<file path="src/rtl/irq_lvl_pkg.sv">
package irq_lvl_pkg;

    typedef enum logic [1:0] {
        ST_IDLE  = 2'd0,
        ST_ARMED = 2'd1,
        ST_TRAP  = 2'd2
    } scan_state_e;

endpackage

</file>
<file path="src/rtl/irq_req_regs.sv">
module irq_req_regs #(
    parameter int DATA_W = 32,
    parameter int LVL_W  = 5,
    parameter int SW_LO  = 4,
    parameter int SW_NUM = 15
) (
    input  logic              clk_i,
    input  logic              rst_ni,
    input  logic              ipl_we_i,
    input  logic              swreq_we_i,
    input  logic [DATA_W-1:0] wdata_i,
    output logic [LVL_W-1:0]  ipl_q_o,
    output logic [DATA_W-1:0] swreq_q_o
);
    localparam logic [DATA_W-1:0] ONES    = '1;
    localparam logic [DATA_W-1:0] SW_MASK = (ONES >> (DATA_W - SW_NUM)) << SW_LO;

    logic [LVL_W-1:0]  ipl_q;
    logic [DATA_W-1:0] swreq_q;

    // Mask register: low LVL_W bits of the write data only.
    always_ff @(posedge clk_i) begin
        if (!rst_ni) begin
            ipl_q <= '0;
        end else if (ipl_we_i) begin
            ipl_q <= wdata_i[LVL_W-1:0];
        end
    end

    // Software request register: the request field only.
    always_ff @(posedge clk_i) begin
        if (!rst_ni) begin
            swreq_q <= '0;
        end else if (swreq_we_i) begin
            swreq_q <= wdata_i & SW_MASK;
        end
    end

    assign ipl_q_o   = ipl_q;
    assign swreq_q_o = swreq_q;

    // the mask register follows the written low field.
    p_ipl_write_r2: assert property (@(posedge clk_i) disable iff (!rst_ni)
        ipl_we_i |=> ipl_q_o == $past(wdata_i[LVL_W-1:0]));

    // the software request register keeps only its field.
    p_swreq_write_r3: assert property (@(posedge clk_i) disable iff (!rst_ni)
        swreq_we_i |=> swreq_q_o == ($past(wdata_i) & SW_MASK));

endmodule

</file>
<file path="src/rtl/irq_prio_scan.sv">
module irq_prio_scan #(
    parameter int DATA_W  = 32,
    parameter int LVL_W   = 5,
    parameter int SW_LO   = 4,
    parameter int SW_NUM  = 15,
    parameter int EXT_LO  = 20,
    parameter int EXT_NUM = 4
) (
    input  logic [SW_NUM-1:0]  sw_field_i,
    input  logic [EXT_NUM-1:0] ext_req_i,
    output logic [LVL_W-1:0]   level_o,
    output logic [DATA_W-1:0]  summary_o
);
    // Software levels run 1..SW_NUM. External levels equal their bit
    // position, so they must sit above the software field and fit in LVL_W.
    initial begin
        if (EXT_LO <= SW_LO + SW_NUM - 1) $error("external field overlaps software field");
        if (EXT_LO + EXT_NUM > (1 << LVL_W)) $error("external level exceeds level width");
        if (EXT_LO + EXT_NUM > DATA_W) $error("external field exceeds data width");
    end

    logic [DATA_W-1:0] sw_sum;
    logic [DATA_W-1:0] ext_sum;

    // Summary placement: each source at its own request position.
    generate
        for (genvar gs = 0; gs < DATA_W; gs++) begin : g_sum_bit
            if (gs >= SW_LO && gs < SW_LO + SW_NUM) begin : g_sw
                assign sw_sum[gs]  = sw_field_i[gs - SW_LO];
                assign ext_sum[gs] = 1'b0;
            end else if (gs >= EXT_LO && gs < EXT_LO + EXT_NUM) begin : g_ext
                assign sw_sum[gs]  = 1'b0;
                assign ext_sum[gs] = ext_req_i[gs - EXT_LO];
            end else begin : g_none
                assign sw_sum[gs]  = 1'b0;
                assign ext_sum[gs] = 1'b0;
            end
        end
    endgenerate

    assign summary_o = sw_sum | ext_sum;

    // Software first, then external; a later hit overrides an earlier one.
    always_comb begin
        level_o = '0;
        for (int i = 0; i < SW_NUM; i++) begin
            if (sw_field_i[i]) level_o = LVL_W'(i + 1);
        end
        for (int j = 0; j < EXT_NUM; j++) begin
            if (ext_req_i[j]) level_o = LVL_W'(EXT_LO + j);
        end
    end

endmodule

</file>
<file path="src/rtl/irq_trap_fsm.sv">
module irq_trap_fsm
    import irq_lvl_pkg::*;
#(
    parameter int DATA_W = 32,
    parameter int LVL_W  = 5
) (
    input  logic              clk_i,
    input  logic              rst_ni,
    input  logic              ret_i,
    input  logic [LVL_W-1:0]  level_i,
    input  logic [DATA_W-1:0] summary_i,
    input  logic [LVL_W-1:0]  ipl_i,
    output logic              trap_o,
    output logic [DATA_W-1:0] sum_q_o,
    output logic [LVL_W-1:0]  intid_q_o
);
    scan_state_e state_q, state_d;
    logic        qualify;
    logic [DATA_W-1:0] sum_q;
    logic [LVL_W-1:0]  intid_q;

    assign qualify = (level_i != '0) && (level_i > ipl_i);

    always_comb begin
        state_d = state_q;
        unique case (state_q)
            ST_IDLE:  state_d = ret_i ? ST_ARMED : ST_IDLE;
            ST_ARMED: begin
                if (qualify)    state_d = ST_TRAP;
                else if (ret_i) state_d = ST_ARMED;
                else            state_d = ST_IDLE;
            end
            ST_TRAP:  state_d = ret_i ? ST_ARMED : ST_IDLE;
            default:  state_d = ST_IDLE;
        endcase
    end

    // State register.
    always_ff @(posedge clk_i) begin
        if (!rst_ni) state_q <= ST_IDLE;
        else         state_q <= state_d;
    end

    // Capture registers: written on the edge that ends a qualifying scan.
    always_ff @(posedge clk_i) begin
        if (!rst_ni) begin
            sum_q   <= '0;
            intid_q <= '0;
        end else if (state_q == ST_ARMED && qualify) begin
            sum_q   <= summary_i;
            intid_q <= level_i;
        end
    end

    assign trap_o    = (state_q == ST_TRAP);
    assign sum_q_o   = sum_q;
    assign intid_q_o = intid_q;

    // the trap request lasts one cycle.
    p_trap_single_r8: assert property (@(posedge clk_i) disable iff (!rst_ni)
        trap_o |=> !trap_o);

    // captured values hold while no trap is being issued.
    p_capture_hold_r8: assert property (@(posedge clk_i) disable iff (!rst_ni)
        !state_d[1] |=> $stable(sum_q_o) && $stable(intid_q_o));

    // a trap always follows an armed scan cycle.
    p_trap_after_scan_r9: assert property (@(posedge clk_i) disable iff (!rst_ni)
        trap_o |-> $past(state_q == ST_ARMED));

    // a non-trapping scan with a return strobe stays armed.
    p_rearm_r10: assert property (@(posedge clk_i) disable iff (!rst_ni)
        (state_q == ST_ARMED && !qualify && ret_i) |=> state_q == ST_ARMED);

endmodule

</file>
<file path="src/rtl/irq_level_resolver.sv">
module irq_level_resolver #(
    parameter int DATA_W  = 32,
    parameter int LVL_W   = 5,
    parameter int SW_LO   = 4,
    parameter int SW_NUM  = 15,
    parameter int EXT_LO  = 20,
    parameter int EXT_NUM = 4
) (
    input  logic               clk_i,
    input  logic               rst_ni,
    input  logic               ipl_we_i,
    input  logic               swreq_we_i,
    input  logic [DATA_W-1:0]  wdata_i,
    input  logic [EXT_NUM-1:0] ext_req_i,
    input  logic               handler_ret_i,
    output logic [LVL_W-1:0]   ipl_o,
    output logic [DATA_W-1:0]  swreq_o,
    output logic [DATA_W-1:0]  summary_o,
    output logic [LVL_W-1:0]   intid_o,
    output logic               trap_o
);
    logic [LVL_W-1:0]  ipl_q;
    logic [DATA_W-1:0] swreq_q;
    logic [LVL_W-1:0]  scan_level;
    logic [DATA_W-1:0] scan_summary;

    irq_req_regs #(
        .DATA_W (DATA_W),
        .LVL_W  (LVL_W),
        .SW_LO  (SW_LO),
        .SW_NUM (SW_NUM)
    ) u_regs (
        .clk_i      (clk_i),
        .rst_ni     (rst_ni),
        .ipl_we_i   (ipl_we_i),
        .swreq_we_i (swreq_we_i),
        .wdata_i    (wdata_i),
        .ipl_q_o    (ipl_q),
        .swreq_q_o  (swreq_q)
    );

    irq_prio_scan #(
        .DATA_W  (DATA_W),
        .LVL_W   (LVL_W),
        .SW_LO   (SW_LO),
        .SW_NUM  (SW_NUM),
        .EXT_LO  (EXT_LO),
        .EXT_NUM (EXT_NUM)
    ) u_scan (
        .sw_field_i (swreq_q[SW_LO +: SW_NUM]),
        .ext_req_i  (ext_req_i),
        .level_o    (scan_level),
        .summary_o  (scan_summary)
    );

    irq_trap_fsm #(
        .DATA_W (DATA_W),
        .LVL_W  (LVL_W)
    ) u_fsm (
        .clk_i     (clk_i),
        .rst_ni    (rst_ni),
        .ret_i     (handler_ret_i),
        .level_i   (scan_level),
        .summary_i (scan_summary),
        .ipl_i     (ipl_q),
        .trap_o    (trap_o),
        .sum_q_o   (summary_o),
        .intid_q_o (intid_o)
    );

    assign ipl_o   = ipl_q;
    assign swreq_o = swreq_q;

    // a trap carries a level strictly above the mask used by its scan.
    p_above_mask_r7: assert property (@(posedge clk_i) disable iff (!rst_ni)
        trap_o |-> (intid_o != '0) && (intid_o > $past(ipl_o)));

    // a trap carries a nonzero summary.
    p_summary_nonzero_r6: assert property (@(posedge clk_i) disable iff (!rst_ni)
        trap_o |-> summary_o != '0);

endmodule

</file>
<file path="config.mk">
export PLATFORM = sky130hd
export DESIGN_NAME = irq_level_resolver
export DESIGN_NICKNAME = d
export VERILOG_FILES = /design/src/rtl/irq_lvl_pkg.sv /design/src/rtl/irq_req_regs.sv /design/src/rtl/irq_prio_scan.sv /design/src/rtl/irq_trap_fsm.sv /design/src/rtl/irq_level_resolver.sv
export SDC_FILE = /design/constraint.sdc
export NUM_CORES = 1
export LEC_CHECK = 0
export ABC_AREA = 1
export BUFFER_PORTS_ARGS = -buffer_cell sky130_fd_sc_hd__buf_2
export CAP_MARGIN = 20
export CORE_MARGIN = 2
export CORE_UTILIZATION = 52
export DETAILED_ROUTE_END_ITERATION = 16
export PLACE_DENSITY = 0.81
export REMOVE_ABC_BUFFERS = 1
export SLEW_MARGIN = 0
export SYNTH_ARGS = -nofsm -noshare
export SYNTH_HDL_FRONTEND = slang
export SYNTH_HIERARCHICAL = 1
export SYNTH_SLANG_ARGS = --single-unit
</file>
<file path="constraint.sdc">
create_clock -name clk_i -period 3.16 [get_ports clk_i]
set_input_delay 0.158 -clock clk_i [delete_from_list [all_inputs] [get_ports clk_i]]
set_output_delay 0.158 -clock clk_i [all_outputs]
set_load 0.01 [all_outputs]
</file>
==> results.cfg <==
[critical_path]
worstPathBufferInverterCount = 5
crit_path_max_fanout = 35
crit_top_cell = nand2_1
end_kind = flop
crit_slowest_cell = buf_4
cp_top_family = simple AND/OR/NAND/NOR gates
cp-start-kind = flop
path_class = reg -> reg
cp.required_ps = 3390
arrival_ps = 2860
max_stage_delay_ps = 350

[timing]
clock.fmax_mhz = 380.2
finalClockSkew_ps = 7.146
setup_violations = 0
maxSlewHeadroom_pct = 32.14
drv_slew = 0
post-route-min-period_ps = 2630
worst_pin_slew_ps = 1018
final.setup.tns_ps = 0
hold_violations = 0
fin_crit_sh_pct = 83.23
rsz0062_at_grt = no

[cts]
clockBufferDepth = 2
cts_root_buf = clkbuf_8
cts.clk_slew.worst_paths_ps = 70
post-cts-setup-buffer-count = 0
clock-sinks = 59
cts_tree = built
worst_skew_pair.late_latency_ps = 340
hold_buffers = 0
numCtsBuffers = 9
htreeDepth = 3
cts-resized-gates = 0

[final_layout]
seqCellArea_um2 = 1181
final_core_util_pct = 59.15
drive_gt1_share_pct = 19.23
num-fill-cells = 681
syn2layout_area_growth_pct = 10.79
multiInputGateArea_um2 = 1388
layout.nets = 691
antenna_cells = 0

[synth]
yosysTopAreaCell = dfxtp_1
ys_top_cells_by_area = dfxtp_1 (33%), nand2_1 (16%), inv_1 (15%), buf_4 (11%), nor2_1 (9.4%)
synth_cells = 590
syn_area_um2 = 3607
synth_seq_cells = 59
ys_warn_count = 6
ys_seq_area_share_pct = 32.74
syn_avg_cell_area_um2 = 6.114
synth.top_cell.area_share_pct = 32.74
synth_cell_types = 20

[die]
die_h_um = 87.29
floorplan.initialDensity_pct = 53.39
ioPinCount = 116
die_w_um = 87.29
num_rows = 30
dieArea_um2 = 7620
core_um2 = 6756

[detailed_routing]
drc = 0
via_per_inst = 4.241
num_vias = 3096
first_pass_iters = 4
drtIter0Drc = 128
wirelength_um = 7002
ant_nets = 0
wl_per_cell_um = 9.592

[placement]
dp_hpwl_um = 4864
port_buffers = 85
globalplace.congestion = 0.7753

[global_routing]
antenna_found_initial = 0
grtUsageTotal_pct = 19.31
grt_pass1_vias = 2702
grt_overflow = 0
grt_first_pass_wirelength_um = 11590
grt_start_max_net_pins = 60

[pwr]
power_density_nw_per_um2 = 526.4
p_total_mw = 2.104
peakVddDrop_uv = 318.6
leakagePower_nw = 2.412

[status]
outcome = complete, no violations

[min_path]
min_path_type = in -> reg

[job]
cap_violations = 0
-- cells in the final DEF (no fill, tap or decap), drive strengths merged --
master,count
dfxtp,59
conb,30
clkbuf,12
buf,91
ha,5
or3,1
nand4,37
o21ai,1
nor2,92
a21oi,2
bufinv,3
inv,159
clkinv,1
a31oi,1
nand3,4
nand2,152
-- routing by layer --
metal,vias to the layer above,global-route usage [%],share of wire (%)
met5,-,0,0
met2,66,34.37,49
met3,11,3.033,3.5
met1,1310,22.15,46
li1,1709,-,-
met4,0,9.790,1.7
-- cell type report --
cell class	count	area share, %
clock buffer	12	4.133
multi-input combinational	325	34.72
tap	80	2.505
sequential	59	29.56
timing repair buffer	91	11.77
inverter	159	14.93
clock inverter	4	2.379
-- worst register-to-register path: cells and delay by family, from the launching register on --
kind          cells  cell delay (ps)
buf+inv           5              610
simple gates     23             1310
flops             1              340
fa+ha+maj         1              270
-- final timing paths --
check	slack [ps]	to	depth (start not counted)	from
setup / recovery	530	u_fsm/sum_q_o[19]	29	u_regs/swreq_q_o[5]
hold / removal	40	u_fsm/state_q[0]	3	handler_ret_i
setup reg to reg	530	u_fsm/sum_q_o[19]	29	u_regs/swreq_q_o[5]
hold reg to reg	470	u_fsm/state_q[0]	1	u_fsm/state_q[0]
-- cells in the mapped netlist, drive strengths merged --
cell	number
a21oi	2
a31oi	1
clkbuf	3
ha	5
buf	72
or3	1
o21ai	1
inv	159
conb	2
nand4	37
nand3	4
nand2	152
nor2	92
dfxtp	59
-- state kept, by name, indices dropped and copies added (netlist names) --
register          cells
u_regs/ipl_q_o        5
u_fsm/state_q         2
u_regs/swreq_q_o     15
u_fsm/sum_q_o        32
u_fsm/intid_q_o       5
-- cells by family after synthesis --
logic type | synth area share [%]
AND/OR/NAND/NOR | 32.95
flip-flops | 32.74
adder cells (fa/ha/maj) | 1.734
other | 0.2082
AO/OA/AOI/OAI | 0.5897
buffers and inverters | 31.77
-- stage by stage --
stage / cell area (µm²) / instances / setup WS [ps] / hold WS (ps)
2_1_floorplan: 3163 / 543 / 283.4 / 270.2
3_3_place_gp: 3736 / 714 / 570.6 / 387.7
3_5_place_dp: 3736 / 714 / 508.3 / 394.5
4_1_cts: 3996 / 730 / 483.1 / 24.85
5_1_grt: 3996 / 730 / 169.1 / 53.49
6_report: 3996 / 730 / 530.1 / 37.90
-- report_power, final --
part           internal, mW  total (mW)  switching [mW]  leakage (nW)
Clock                 0.587       0.890           0.302         0.133
Combinational         0.143       0.377           0.235          1.79
Sequential            0.800       0.837          0.0366         0.486
Power figures use the tool's default switching activity.
